===== src/rtl/cmi_pkg.sv =====
package cmi_pkg;

    localparam int MASK_W = 32;
    localparam int CODE_W = 5;

    typedef logic [CODE_W-1:0] code_t;

    // Reserved code: chunk is not compressed, fetch from the raw buffer.
    localparam code_t CODE_RAW = '1;

    // Event bit positions (a neighbour decodes these, so they are fixed).
    localparam int EV_DISP_REG    = 0;
    localparam int EV_CMP_EN      = 2;
    localparam int EV_SRC_SEL     = 3;
    localparam int EV_MIN_CMP     = 4;
    localparam int EV_ALPHA_EN    = 5;
    localparam int EV_ZSKIP_EN    = 6;
    localparam int EV_FCOPY       = 7;
    localparam int EV_EXT_WRITE   = 28;
    localparam int EV_STATIC_LOST = 29;

    localparam logic [MASK_W-1:0] LIVE_EVENTS =
        (MASK_W'(1) << EV_DISP_REG)  | (MASK_W'(1) << EV_CMP_EN)   |
        (MASK_W'(1) << EV_SRC_SEL)   | (MASK_W'(1) << EV_MIN_CMP)  |
        (MASK_W'(1) << EV_ALPHA_EN)  | (MASK_W'(1) << EV_ZSKIP_EN) |
        (MASK_W'(1) << EV_FCOPY)     | (MASK_W'(1) << EV_EXT_WRITE) |
        (MASK_W'(1) << EV_STATIC_LOST);

    typedef enum logic {
        SW_IDLE = 1'b0,
        SW_RUN  = 1'b1
    } sweep_st_e;

    typedef struct packed {
        logic  en;
        logic  fail;
        code_t code;
    } cwr_t;

    function automatic code_t wr_value(cwr_t w);
        return w.fail ? CODE_RAW : w.code;
    endfunction

    function automatic logic is_raw(code_t c);
        return c == CODE_RAW;
    endfunction

endpackage


===== src/rtl/cmi_event_mask.sv =====
module cmi_event_mask
    import cmi_pkg::*;
(
    input  logic              clk,
    input  logic              rst,
    input  logic              cfg_we,
    input  logic [MASK_W-1:0] cfg_wdata,
    input  logic [MASK_W-1:0] evt_pulse,
    output logic [MASK_W-1:0] mask_q,
    output logic              trig
);

    always_ff @(posedge clk) begin
        if (rst) begin
            mask_q <= '0;
        end else if (cfg_we) begin
            mask_q <= cfg_wdata;
        end
    end

    // Only the enabled event positions can raise a flush.
    assign trig = |(evt_pulse & mask_q & LIVE_EVENTS);

    assert_mask_rb_R2: assert property (@(posedge clk) disable iff (rst)
        cfg_we |=> mask_q == $past(cfg_wdata));

endmodule


===== src/rtl/cmi_sweep.sv =====
module cmi_sweep
    import cmi_pkg::*;
#(
    parameter int NUM_CHUNKS = 16,
    localparam int IDX_W = $clog2(NUM_CHUNKS)
) (
    input  logic             clk,
    input  logic             rst,
    input  logic             trig,
    output logic             busy,
    output logic             clr_en,
    output logic [IDX_W-1:0] ptr
);

    localparam logic [IDX_W-1:0] LAST_IDX = IDX_W'(NUM_CHUNKS - 1);

    sweep_st_e        st_q;
    logic [IDX_W-1:0] ptr_q;

    always_ff @(posedge clk) begin
        if (rst) begin
            st_q  <= SW_IDLE;
            ptr_q <= '0;
        end else if (trig) begin
            st_q  <= SW_RUN;
            ptr_q <= '0;
        end else if (st_q == SW_RUN) begin
            if (ptr_q == LAST_IDX) begin
                st_q  <= SW_IDLE;
                ptr_q <= '0;
            end else begin
                ptr_q <= ptr_q + 1'b1;
            end
        end
    end

    assign busy   = (st_q == SW_RUN);
    assign clr_en = busy && !trig;
    assign ptr    = ptr_q;

    assert_restart_R9: assert property (@(posedge clk) disable iff (rst)
        trig |=> busy && ptr == '0);

    assert_quiet_R5: assert property (@(posedge clk) disable iff (rst)
        !busy && !trig |=> !busy);

    assert_step_R3: assert property (@(posedge clk) disable iff (rst)
        busy && !trig && ptr != LAST_IDX |=> busy && ptr == $past(ptr) + 1'b1);

    assert_end_R3: assert property (@(posedge clk) disable iff (rst)
        busy && !trig && ptr == LAST_IDX |=> !busy);

endmodule


===== src/rtl/cmi_status_table.sv =====
module cmi_status_table
    import cmi_pkg::*;
#(
    parameter int NUM_CHUNKS = 16,
    localparam int IDX_W = $clog2(NUM_CHUNKS)
) (
    input  logic             clk,
    input  logic             rst,
    input  logic             trig,
    input  logic             busy,
    input  logic             clr_en,
    input  logic [IDX_W-1:0] sweep_ptr,
    input  cwr_t             wr,
    input  logic [IDX_W-1:0] wr_idx,
    input  logic [IDX_W-1:0] rd_idx,
    output code_t            rd_code,
    output logic             rd_raw
);

    code_t tbl_q [NUM_CHUNKS];
    logic  wr_ok;
    code_t rd_sel;

    // A write loses to a new event, and to any entry the sweep has yet to clear.
    assign wr_ok = wr.en && !trig && !(busy && (wr_idx >= sweep_ptr));

    always_ff @(posedge clk) begin
        for (int i = 0; i < NUM_CHUNKS; i++) begin
            if (rst) begin
                tbl_q[i] <= CODE_RAW;
            end else if (clr_en && sweep_ptr == IDX_W'(i)) begin
                tbl_q[i] <= CODE_RAW;
            end else if (wr_ok && wr_idx == IDX_W'(i)) begin
                tbl_q[i] <= wr_value(wr);
            end
        end
    end

    always_comb begin
        rd_sel = CODE_RAW;
        if (int'(rd_idx) < NUM_CHUNKS) begin
            rd_sel = tbl_q[rd_idx];
        end
    end

    always_ff @(posedge clk) begin
        if (rst) begin
            rd_code <= CODE_RAW;
            rd_raw  <= 1'b1;
        end else begin
            rd_code <= rd_sel;
            rd_raw  <= is_raw(rd_sel);
        end
    end

    assert_clear_R4: assert property (@(posedge clk) disable iff (rst)
        clr_en |=> tbl_q[$past(sweep_ptr)] == CODE_RAW);

    assert_drop_R10: assert property (@(posedge clk) disable iff (rst)
        busy && !trig && wr.en && (wr_idx > sweep_ptr)
        |=> tbl_q[$past(wr_idx)] == $past(tbl_q[wr_idx]));

    assert_fail_code_R7: assert property (@(posedge clk) disable iff (rst)
        !busy && !trig && wr.en && wr.fail |=> tbl_q[$past(wr_idx)] == CODE_RAW);

endmodule


===== src/rtl/cmi_ctrl.sv =====
module cmi_ctrl
    import cmi_pkg::*;
#(
    parameter int NUM_CHUNKS = 16,
    localparam int IDX_W = $clog2(NUM_CHUNKS)
) (
    input  logic              clk,
    input  logic              rst,
    input  logic              cfg_we,
    input  logic [MASK_W-1:0] cfg_wdata,
    output logic [MASK_W-1:0] cfg_rdata,
    input  logic [MASK_W-1:0] evt_pulse,
    output logic              busy,
    input  logic              wr_en,
    input  logic              wr_fail,
    input  logic [IDX_W-1:0]  wr_idx,
    input  logic [CODE_W-1:0] wr_code,
    input  logic [IDX_W-1:0]  rd_idx,
    output logic [CODE_W-1:0] rd_code,
    output logic              rd_raw
);

    logic             trig;
    logic             clr_en;
    logic [IDX_W-1:0] sweep_ptr;
    cwr_t             wr_req;

    assign wr_req = '{en: wr_en, fail: wr_fail, code: wr_code};

    cmi_event_mask u_mask (
        .clk       (clk),
        .rst       (rst),
        .cfg_we    (cfg_we),
        .cfg_wdata (cfg_wdata),
        .evt_pulse (evt_pulse),
        .mask_q    (cfg_rdata),
        .trig      (trig)
    );

    cmi_sweep #(.NUM_CHUNKS(NUM_CHUNKS)) u_sweep (
        .clk    (clk),
        .rst    (rst),
        .trig   (trig),
        .busy   (busy),
        .clr_en (clr_en),
        .ptr    (sweep_ptr)
    );

    cmi_status_table #(.NUM_CHUNKS(NUM_CHUNKS)) u_table (
        .clk       (clk),
        .rst       (rst),
        .trig      (trig),
        .busy      (busy),
        .clr_en    (clr_en),
        .sweep_ptr (sweep_ptr),
        .wr        (wr_req),
        .wr_idx    (wr_idx),
        .rd_idx    (rd_idx),
        .rd_code   (rd_code),
        .rd_raw    (rd_raw)
    );

endmodule


===== config.mk =====
export PLATFORM = sky130hd
export DESIGN_NAME = cmi_ctrl
export DESIGN_NICKNAME = d
export VERILOG_FILES = /design/src/rtl/cmi_pkg.sv /design/src/rtl/cmi_event_mask.sv /design/src/rtl/cmi_sweep.sv /design/src/rtl/cmi_status_table.sv /design/src/rtl/cmi_ctrl.sv
export SDC_FILE = /design/constraint.sdc
export NUM_CORES = 1
export LEC_CHECK = 0
export BUFFER_PORTS_ARGS = -buffer_cell sky130_fd_sc_hd__buf_2
export CORE_ASPECT_RATIO = 0.8
export CORE_UTILIZATION = 45
export CTS_CLUSTER_SIZE = 16
export DETAILED_ROUTE_END_ITERATION = 10
export PLACE_DENSITY = 0.67
export SYNTH_ARGS = -nofsm -noshare
export SYNTH_HDL_FRONTEND = slang
export SYNTH_SLANG_ARGS = --single-unit

===== constraint.sdc =====
create_clock -name clk -period 3.18 [get_ports clk]
set_input_delay 0.318 -clock clk [delete_from_list [all_inputs] [get_ports clk]]
set_output_delay 0.318 -clock clk [all_outputs]
set_load 0.01 [all_outputs]

# After elaboration in Yosys (flattened, before gate mapping)
# Memories as Yosys holds them, arrays and structs flattened.
# Cells that the tools add are included.
[classes] add_sub_neg=1 order_cmp=1 n_eq_ne=31 n_mux=151 bitwise=33 n_reduce_logical=42
[ops] operator="$mux W5" count=33
[ops] operator="$mux W1" count=117
[ops] operator="$eq A4 B4 Y1 const B" count=16
[ops] operator="$logic_and A1 B1 Y1" count=36
[ops] operator="$eq A4 B3 Y1 const B" count=8
[ops] operator="$or A1 B1 Y1" count=32
[ops] operator="$and A30 B30 Y30" count=1
[ops] operator="$eq A4 B2 Y1 const B" count=4
[ops] operator="$reduce_or A10 Y1" count=1
[ops] operator="$reduce_or A9 Y1" count=1
[ops] operator="$eq A4 B1 Y1 const B" count=2
[ops] operator="$logic_not A4 Y1" count=2
[ops] operator="$eq A5 B5 Y1 const B" count=1
[ops] operator="$add A4 B1 Y4 const B" count=1
[ops] operator="$ge A4 B4 Y1" count=1
[ops] operator="$mux W4" count=1
[ops] operator="$logic_not A1 Y1" count=2
[word_totals] reg_bits=43 mem_bits_rw=80 inputBits=82 out_inout_bits=39 elab_cells=265 memories=1
[mem_list] memory="u_table.tbl_q" words=16 word_bits=5 rd=1 rd_ports_with_merged_regs=0 wr=16 line="cmi_status_table.sv:20" rtl="code_t tbl_q [NUM_CHUNKS];"

# Depth between registers and ports, before layout
# Gate-level depths: netlist of the first run.
[logic_depth] ltp_word=11 mapped_depth=10 depth_no_buf=8

# Hierarchy
# Synthesis of the first run repeated with hierarchy kept, for this count alone.
[hier_totals] cells_unflattened=492 area_unflattened_um2=5836.8
[by_module_without_submodules] mod="cmi_status_table" instances=1 cells_per_inst=360 area_each_um2=4385.5 seq_area_each_um2=2522.4
[by_module_without_submodules] mod="cmi_event_mask" instances=1 cells_per_inst=108 area_each_um2=1203.7 seq_area_each_um2=640.6
[by_module_without_submodules] mod="cmi_sweep" instances=1 cells_per_inst=24 area_each_um2=247.7 seq_area_each_um2=100.1

# Worst setup path before layout of the first run
# OpenSTA, ideal clock, no wires.
[synth_timing] path_kind="reg2reg" from="reg u_sweep.ptr_q[0], in the netlist u_sweep.ptr[0]" to="mem u_table.tbl_q[3][0] (netlist name), enable pin" setup_time_ns=0.312 t_arrival_ns=2.123 required_ns=2.868 slack_ns=0.744 path_stages_with_launch=9 path_buffers=1 synth_period_minus_slack_ns=2.436 cell_sequence="dfxtp_1 ha_1 nand2b_1 a21o_1 a21o_1 a21o_1 buf_4 a2111oi_0 or3_1"
[synth_lines] element="start, declared" line="cmi_sweep.sv:18" rtl="logic [IDX_W-1:0] ptr_q;"
[synth_lines] element="start signal, assigned" line="cmi_sweep.sv:32" rtl="ptr_q <= ptr_q + 1'b1;"
[synth_lines] element="end, declared" line="cmi_status_table.sv:20"

==> metrics, run 1 <==
outcome completed; Post-Syn Instances 499; Post-Syn Area 5770 µm²; Max Transition Viols Final 0; CTS Hold Buffers Added 0; Max-Cap Viols 0; Setup Buffers After CTS 0; crit path max fanout 12; final setup violation count 0; CP Launch Type flop; Synth Flop Type edfxtp_1; initial core utilization 0.468; Die Y 103 µm; overall power 4230 µW; Place WS 0.441 ns; Placed Instances 757; CTS-repair resized insts 0; Synthesized Nets 589; Yosys cell types 43; Max Clk Rate 0.363 GHz; number of synthesized flops with an enable pin 80; register area share after synthesis 0.565; Pwr per Cell Area 593 nW/µm²; flop2flop setup slack 0.43 ns; share of layout cells above drive strength 1 0.301; setup TNS 0 ns; Clock Sinks 123; clk_skew 0.00648 ns; worst-margin pin slew 0.909 ns; FP Rows 36; num ports 121; Max VDD drop 0.456 mV; Setup CP Type flop to flop; CTS tree yes; routability cong. 0.827; CTS Buffer Depth 2; DP HPWL 10300 µm; drt total wl 13900 µm; Die X 129 µm; data required time of the critical path 3.30 ns; Overflow after GRT 0; Critical Path AT 2.88 ns; total track usage 0.226; Worst-Skew Late Latency 0.41 ns; vias in the first global route 4331; final non-filler cell total 789; Area Growth Syn to Fin 23.8%; Synth async-reset ratio 0; Diodes inserted 0; die area 13300 µm²; Slew headroom 0.394; Synth Area per Inst 11.6 µm²; Hold Violations, Final 0; number of remaining DRC errors 0; WHS 0.141 ns; Worst-path clk slew 0.06 ns; Root Buffer clkbuf_16; register bit total from synthesis 123; RSZ-0062 raised after global routing false; vias per inst 5.56; antenna-violating nets left 0; post-route worst setup slack 0.426 ns; YS warnings 0; DRT Pass-1 Iters 6; HP Class input pin to flop; crit path capture type flop; largest net degree at the start of global routing 35; first-pass GRT wire length 22300 µm; fill count 1043; nets@finish 695; Leakage 0.00244 µW; minimum clock period 2.75 ns; I/O Buffers 97; initial antenna violation count 0; Wirelength per Cell 17.6 µm; CTS H-tree lvls 4; First DRT Iteration DRCs 480; core outline area 12300 µm²; Num CTS Buffers 17; vias after detailed routing 4389; fin crit share 0.866
-- stage by stage --
step           cell area [µm²]   util
5_1_grt                   7150  0.579
3_5_place_dp              6510  0.527
4_1_cts                   7150  0.579
6_report                  7150  0.579
2_1_floorplan             5770      -
3_3_place_gp              6510  0.527
-- sequential cells by signal, summed over array words and instances (netlist names) --
register	count
u_mask.mask_q	32
u_sweep.busy	1
u_sweep.ptr	4
u_table.rd_code	5
u_table.rd_raw	1
u_table.tbl_q	80
-- where the power goes --
part	leakage, µW	switching (µW)	internal [µW]
combinational	0.00122	252	152
clock	0.000314	711	1360
sequential	0.000909	22.6	1730
total	0.00244	985	3250
-- layer usage --
layer / vias to the layer above / GRT usage / wire length [µm] / share of wire
met5: - / 0 / 0 / 0
met4: 0 / 0.0751 / 136 / 0.0098
met3: 15 / 0.0592 / 1230 / 0.088
met2: 187 / 0.357 / 6400 / 0.46
met1: 2122 / 0.305 / 6160 / 0.44
li1: 2065 / - / - / -
-- critical path: stages, from the launching register on --
cell      delay, ns
dfxtp_1        0.46
ha_1           0.28
nand2b_1       0.14
a21o_1         0.18
a21o_1         0.19
a21o_1         0.39
a211oi_1       0.66
nand2_1        0.16
-- cells by family (layout without fill, tap and decap cells) --
| kind of cell | after synthesis | count (layout) | share of synthesized area |
|---|---|---|---|
| DFF | 123 | 123 | 0.565 |
| adders and majority gates | 8 | 8 | 0.0173 |
| xor gates and xnor gates | 1 | 1 | 0.00152 |
| buffers and inverters | 39 | 158 | 0.0267 |
| muxes | 55 | 55 | 0.141 |
| and+or+nand+nor | 203 | 203 | 0.158 |
| AOI/OAI and AO/OA | 70 | 70 | 0.0906 |
-- path summary, 6_finish.rpt --
check / startpoint / to / depth (start not counted)
setup / recovery: u_sweep.ptr[0] / u_table.tbl_q[2][1] / 7
hold / removal: cfg_wdata[8] / u_mask.mask_q[8] / 3
setup reg to reg: u_sweep.ptr[0] / u_table.tbl_q[2][1] / 7
hold reg to reg: u_mask.mask_q[13] / u_mask.mask_q[13] / 2
-- cell usage in the layout, fill, tap and decap left out, types with 3 or more instances in the layout --
master / instances
a21o_1: 3
a21oi_1: 25
mux2i_1: 34
clkbuf_16: 18
a211oi_2: 4
nor4_1: 3
nor3_1: 10
o21ai_0: 9
buf_2: 97
o31ai_1: 7
bufinv_16: 4
edfxtp_1: 80
nor2_1: 53
nor2b_1: 5
ha_1: 8
a211oi_1: 3
dfxtp_1: 43
a31oi_1: 3
mux4_2: 21
inv_1: 7
buf_4: 21
inv_6: 3
a2111oi_4: 3
and3_1: 4
or2_2: 5
nand2_1: 76
a22oi_1: 7
nand4_1: 14
nand3_1: 25
-- final cells by class --
cell class | count | area [µm²] | area share
flip-flops and latches | 123 | 3260 | 0.457
clock buffers | 19 | 454 | 0.0636
inverters | 8 | 30.0 | 0.00420
repair buffers | 118 | 643 | 0.0900
multi-input cells | 337 | 2360 | 0.330
well taps | 171 | 214 | 0.0299
clock inverters | 13 | 185 | 0.0259
-- Yosys cell counts (7+ instances only) --
library cell,count,area (µm²)
inv_1,7,26.3
a22oi_1,7,52.6
clkbuf_1,24,90.1
o21ai_0,9,45.0
nor2_1,53,199
nand2_1,76,285
nand4_1,14,87.6
nand3_1,25,125
mux2i_1,34,340
nor3_1,10,50.1
mux4_2,21,473
ha_1,8,100
edfxtp_1,80,2400
dfxtp_1,43,861
a21oi_1,25,125
o31ai_1,7,52.6
(Power assumes the default switching activity.)
==> run 2: changes to the inputs <==
--- a/config.mk
+++ b/config.mk
@@ -5,7 +5,7 @@
 export SDC_FILE = /design/constraint.sdc
 export NUM_CORES = 1
 export LEC_CHECK = 0
-export BUFFER_PORTS_ARGS = -buffer_cell sky130_fd_sc_hd__buf_2
+export BUFFER_PORTS_ARGS = -buffer_cell sky130_fd_sc_hd__buf_4
 export CORE_ASPECT_RATIO = 0.8
 export CORE_UTILIZATION = 45
 export CTS_CLUSTER_SIZE = 16
==> constraint.sdc (replaced) <==
create_clock -name clk -period 2.75 [get_ports clk]
set_input_delay 0.275 -clock clk [delete_from_list [all_inputs] [get_ports clk]]
set_output_delay 0.275 -clock clk [all_outputs]
set_load 0.01 [all_outputs]
==> metrics, run 2 (synthesis results as in run 1) <==
CTS-repair resized insts 0 (unchanged); Die Y 103 µm (unchanged); Clock Sinks 123 (unchanged); logic gate share of total power 0.105 (+0.010); total track usage 0.229 (+0.00317); die area 13300 µm² (unchanged); Clk pwr share 0.480 (-0.010); final non-filler cell total 794 (+0.63%); minimum clock period 2.53 ns (-0.222 ns); first-pass GRT wire length 22400 µm (+0.75%); routing usage on met1 0.303 (-0.00197); Num CTS Buffers 17 (unchanged); vias after detailed routing 4480 (+2.1%); Placed Instances 762 (+0.66%); clk_skew 0.00599 ns (-0.000484 ns); Diodes inserted 0 (unchanged); Setup Buffers After CTS 0 (unchanged); Wirelength per Cell 18.0 µm (+2.1%); Max-Cap Viols 0 (unchanged); crit path capture type flop; drt total wl 14300 µm (+2.8%); First DRT Iteration DRCs 444 (-7.5%); initial core utilization 0.468 (unchanged); Leakage 0.00253 µW (+3.6%); GR met3 Demand/Resource 0.0571 (-0.00206); vias in the first global route 4314 (-0.39%); Largest regs u_table.tbl_q: 80 flops, u_mask.mask_q: 32 flops, u_table.rd_code: 5 flops; DP HPWL 10300 µm (+0.53%); setup TNS 0 ns (unchanged); Sw Share 0.220 (-0.0123); max reg flops 80 (unchanged); crit-path most repeated cell a21o_1; HP Class input pin to flop; number of remaining DRC errors 0 (unchanged); Pwr per Cell Area 661 nW/µm² (+12%); Max Transition Viols Final 0 (unchanged); core outline area 12300 µm² (unchanged); Switching Power 1080 µW (+9.7%); outcome completed; vias per inst 5.64 (+1.4%); crit path max fanout 11 (-1); Max Clk Rate 0.395 GHz (+8.8%); Worst-path clk slew 0.05 ns (about the same); routability cong. 0.848 (+2.5%); final setup violation count 0 (unchanged); fin crit share 0.921 (+0.0548); placed cell area 6790 µm² (+4.3%); critical-path cell list ha_1, nand2b_1, a21o_1, a21o_1, a21o_1, buf_4, a2111oi_4, nand2_1; share of layout cells above drive strength 1 0.303 (+0.00240); Die X 129 µm (unchanged); slowest stage delay, CP 0.56 ns (-0.10 ns); commonest non-fill, non-tap cells in the layout 123 x buf_4, 80 x edfxtp_1, 76 x nand2_1; Slew headroom 0.526 (+0.132); data required time of the critical path 2.88 ns (-0.42 ns); Final Util 0.601 (+0.0221); Critical Path AT 2.66 ns (-0.22 ns); overall power 4910 µW (+16%); largest net degree at the start of global routing 59 (+69%); I/O Buffers 97 (unchanged); Power Internal 3830 µW (+18%); Max VDD drop 0.407 mV (-11%); DRT Pass-1 Iters 5 (-1); initial antenna violation count 1 (+1); worst-margin pin slew 0.708 ns (-0.201 ns); Worst-Skew Late Latency 0.41 ns (about the same); Area Growth Syn to Fin 28.5%; Setup CP Type flop to flop; GRT busiest layer met2; num ports 121 (unchanged); CTS tree yes; CTS Buffer Depth 2 (unchanged); nets@finish 700 (+0.72%); CP Launch Type flop; FP Rows 36 (unchanged); most common cell after layout, fill and taps aside buf_4; GRT met2 Usage 0.366 (+0.00915); design area 7420 µm² (+3.8%); CTS H-tree lvls 4 (unchanged); antenna-violating nets left 0 (unchanged); part of the power in registers 0.414 (about the same); Hold Violations, Final 0 (unchanged); Root Buffer clkbuf_16; Crit-path slowest cell a2111oi_4; Overflow after GRT 0 (unchanged); largest reg by FF count u_table.tbl_q; RSZ-0062 raised after global routing false
## run 2: cell count changes in the layout (fill, tap and decap cells not counted), sizes merged
cell and delta:
buf +5, bufinv +1, clkinv +4, inv -5
## run 2: worst max-delay path, delay by kind of cell, from the launching register on
family                     cells  cell delay [ns]
and+or+nand+nor                2             0.26
DFF                            1             0.43
AOI/OAI and AO/OA              4             1.10
buffers and inverters          1             0.20
adders and majority gates      1             0.26
## run 2: worst paths after layout
path                      from                   end  slack, ns  cells past startpoint
min              cfg_wdata[31]     u_mask.mask_q[31]       0.10                      3
max             u_sweep.ptr[0]  u_table.tbl_q[15][4]       0.22                      8
max reg2reg     u_sweep.ptr[0]  u_table.tbl_q[15][4]       0.22                      8
min reg2reg  u_mask.mask_q[22]     u_mask.mask_q[22]       0.49                      2
## run 2: metal layers
layer,vias to the layer above,part of all wire
li1,2078,-
met3,30,0.066
met1,2195,0.44
met4,2,0.021
met5,-,0.00091
met2,175,0.48
## run 2: timing repair
action | in CTS | in global routing
endpoints found under the hold margin | 0 | 0
endpoints found under the setup margin | 0 | 8
hold buffers | 0 | 0
## run 2: area by class of cell
class / count / area (µm²)
tap: 171 / 214
fill: 1051 / 4920
sequential: 123 / 3260
timing repair buffer: 123 / 923
clock buffer: 19 / 433
inverter: 8 / 30.0
multi-input combinational: 337 / 2360
clock inverter: 13 / 199
## run 2: stage by stage
step / hold slack [ns] / setup WS, ns
2_1_floorplan: 0.422 / 0.314
3_5_place_dp: 0.488 / 0.181
3_3_place_gp: 0.477 / 0.231
6_report: 0.101 / 0.218
4_1_cts: 0.0916 / 0.168
5_1_grt: 0.0948 / 0.0334
## run 2: power groups by stage
stage / Sequential [µW] / Clock, µW / Combinational, µW
4_1_cts: 2030 / 2390 / 517
6_report: 2030 / 2360 / 518
3_3_place_gp: 2070 / 0 / 503
2_1_floorplan: 2080 / 0 / 269
5_1_grt: 2040 / 2480 / 560
3_5_place_dp: 2070 / 0 / 515
==> run 3: changes to the inputs <==
--- a/config.mk
+++ b/config.mk
@@ -6,7 +6,7 @@
 export NUM_CORES = 1
 export LEC_CHECK = 0
 export BUFFER_PORTS_ARGS = -buffer_cell sky130_fd_sc_hd__buf_4
-export CORE_ASPECT_RATIO = 0.8
+export CORE_ASPECT_RATIO = 0.9
 export CORE_UTILIZATION = 45
 export CTS_CLUSTER_SIZE = 16
 export DETAILED_ROUTE_END_ITERATION = 10
==> metrics, run 3 (synthesis results as in run 1) <==
Setup CP Type flop to flop; Final Util 0.597 (-0.00438); Die Y 109 µm (+5.9%); Worst Reg-to-Reg Cells 8 (unchanged); crit path capture type flop; Max VDD drop 0.375 mV (-7.8%); Worst-Skew Late Latency 0.42 ns (about the same); placed cell area 6780 µm² (about the same); initial antenna violation count 0 (-1); Die X 121 µm (-5.6%); routability cong. 0.833 (-1.8%); Max-Cap Viols 0 (unchanged); clk_skew 0.00604 ns (+0.0000526 ns); I/O Buffers 97 (unchanged); fin crit share 0.943 (+0.0217); overall power 4540 µW (-7.5%); max reg flops 80 (unchanged); Max Clk Rate 0.386 GHz (-2.3%); DP HPWL 10100 µm (-1.9%); Hold Path Stages 3 (unchanged); commonest non-fill, non-tap cells in the layout 124 x buf_4, 80 x edfxtp_1, 76 x nand2_1; post-route worst setup slack 0.158 ns (-0.0598 ns); fill count 1048 (-0.29%); final setup violation count 0 (unchanged); HP Class input pin to flop; largest reg by FF count u_table.tbl_q; CTS H-tree lvls 4 (unchanged); largest net degree at the start of global routing 59 (unchanged); Diodes inserted 0 (unchanged); First DRT Iteration DRCs 492 (+11%); data required time of the critical path 2.88 ns (about the same); vias per inst 5.70 (+0.96%); drt total wl 14000 µm (-1.8%); Root Buffer clkbuf_16; first-pass GRT wire length 22200 µm (-0.83%); total track usage 0.227 (-0.00212); Wirelength per Cell 17.9 µm (-0.59%); initial core utilization 0.471 (+0.00286); worst r2r dst u_table.tbl_q[7][2]; most common cell after layout, fill and taps aside buf_4; Pwr per Cell Area 620 nW/µm² (-6.2%); crit path max fanout 7 (-4); vias in the first global route 4317 (+0.070%); Setup Buffers After CTS 0 (unchanged); hold endpoint u_mask.mask_q[31]; core outline area 12300 µm² (-0.61%); CTS Buffer Depth 2 (unchanged); Critical Path AT 2.72 ns (+0.06 ns); DRT Pass-1 Iters 5 (unchanged); worst-margin pin slew 0.631 ns (-0.0770 ns); setup TNS 0 ns (unchanged); outcome completed; FP Rows 38 (+5.6%); CTS tree yes; Largest regs u_table.tbl_q: 80 flops, u_mask.mask_q: 32 flops, u_table.rd_code: 5 flops; antenna-violating nets left 0 (unchanged); critical hold path startpoint cfg_wdata[31]; CP Launch Type flop; Worst-path clk slew 0.05 ns (about the same); Hold Violations, Final 0 (unchanged); Leakage 0.00249 µW (-1.6%); flop2flop setup slack 0.16 ns (-0.06 ns); Place WS 0.137 ns (-0.0447 ns); num ports 121 (unchanged); number of remaining DRC errors 0 (unchanged); CTS-repair resized insts 0 (unchanged); design area 7320 µm² (-1.3%); CTS Hold Buffers Added 0 (unchanged); vias after detailed routing 4466 (-0.31%); die area 13300 µm² (about the same); Num CTS Buffers 17 (unchanged); Max Transition Viols Final 0 (unchanged); Slew headroom 0.577 (+0.0516); minimum clock period 2.59 ns (+0.0598 ns); r2r startpoint u_sweep.ptr[1]; nets@finish 701 (+0.14%); Area Growth Syn to Fin 26.8%; share of layout cells above drive strength 1 0.306 (+0.00272); Clock Sinks 123 (unchanged); Overflow after GRT 0 (unchanged); RSZ-0062 raised after global routing false
[run 3: layer usage]
layer | wire length, µm | global-route usage | up-vias
met1 | 6000 | 0.296 | 2153
met3 | 1070 | 0.0643 | 22
met5 | 0 | 0 | -
met2 | 6740 | 0.364 | 210
met4 | 240 | 0.0732 | 0
li1 | - | - | 2081
[run 3: power by group]
| group | switching (µW) | leakage, µW | internal (µW) |
|---|---|---|---|
| logic | 296 | 0.00132 | 222 |
| registers | 26.9 | 0.000909 | 2000 |
| clock network | 777 | 0.000263 | 1210 |
| total | 1100 | 0.00249 | 3440 |
[run 3: worst max path at each step]
stage                   start                    to  slack [ns]  cells after the start
2_1_floorplan  u_sweep.ptr[0]   u_table.tbl_q[3][0]        0.31                      8
3_3_place_gp        wr_idx[0]   u_table.tbl_q[7][1]        0.17                     10
3_5_place_dp        wr_idx[0]   u_table.tbl_q[7][1]        0.14                     10
4_1_cts        u_sweep.ptr[1]  u_table.tbl_q[14][4]        0.12                      8
5_1_grt        u_sweep.ptr[1]   u_table.tbl_q[0][1]        0.01                      8
6_report       u_sweep.ptr[1]   u_table.tbl_q[7][2]        0.16                      8
[run 3: layout make-up]
class | count | area, µm² | share of cell area
clock buffer | 21 | 470 | 0.0643
multi-input combinational | 337 | 2360 | 0.322
inverter | 8 | 30.0 | 0.00410
sequential | 123 | 3260 | 0.446
clock inverter | 11 | 68.8 | 0.00940
tap | 160 | 200 | 0.0273
timing repair buffer | 124 | 931 | 0.127
[run 3: through the flow]
stage	hold WS (ns)	instances
2_1_floorplan	0.422	499
3_3_place_gp	0.476	752
3_5_place_dp	0.487	752
4_1_cts	0.0822	784
5_1_grt	0.0961	784
6_report	0.0963	784
[run 3: critical path, stage by stage, from the launching register on]
cell,delay [ns]
dfxtp_1,0.39
inv_1,0.11
ha_1,0.28
a21o_1,0.15
a21o_1,0.19
a21oi_1,0.29
o21ai_1,0.24
o31ai_1,0.41
buf_4,0.23
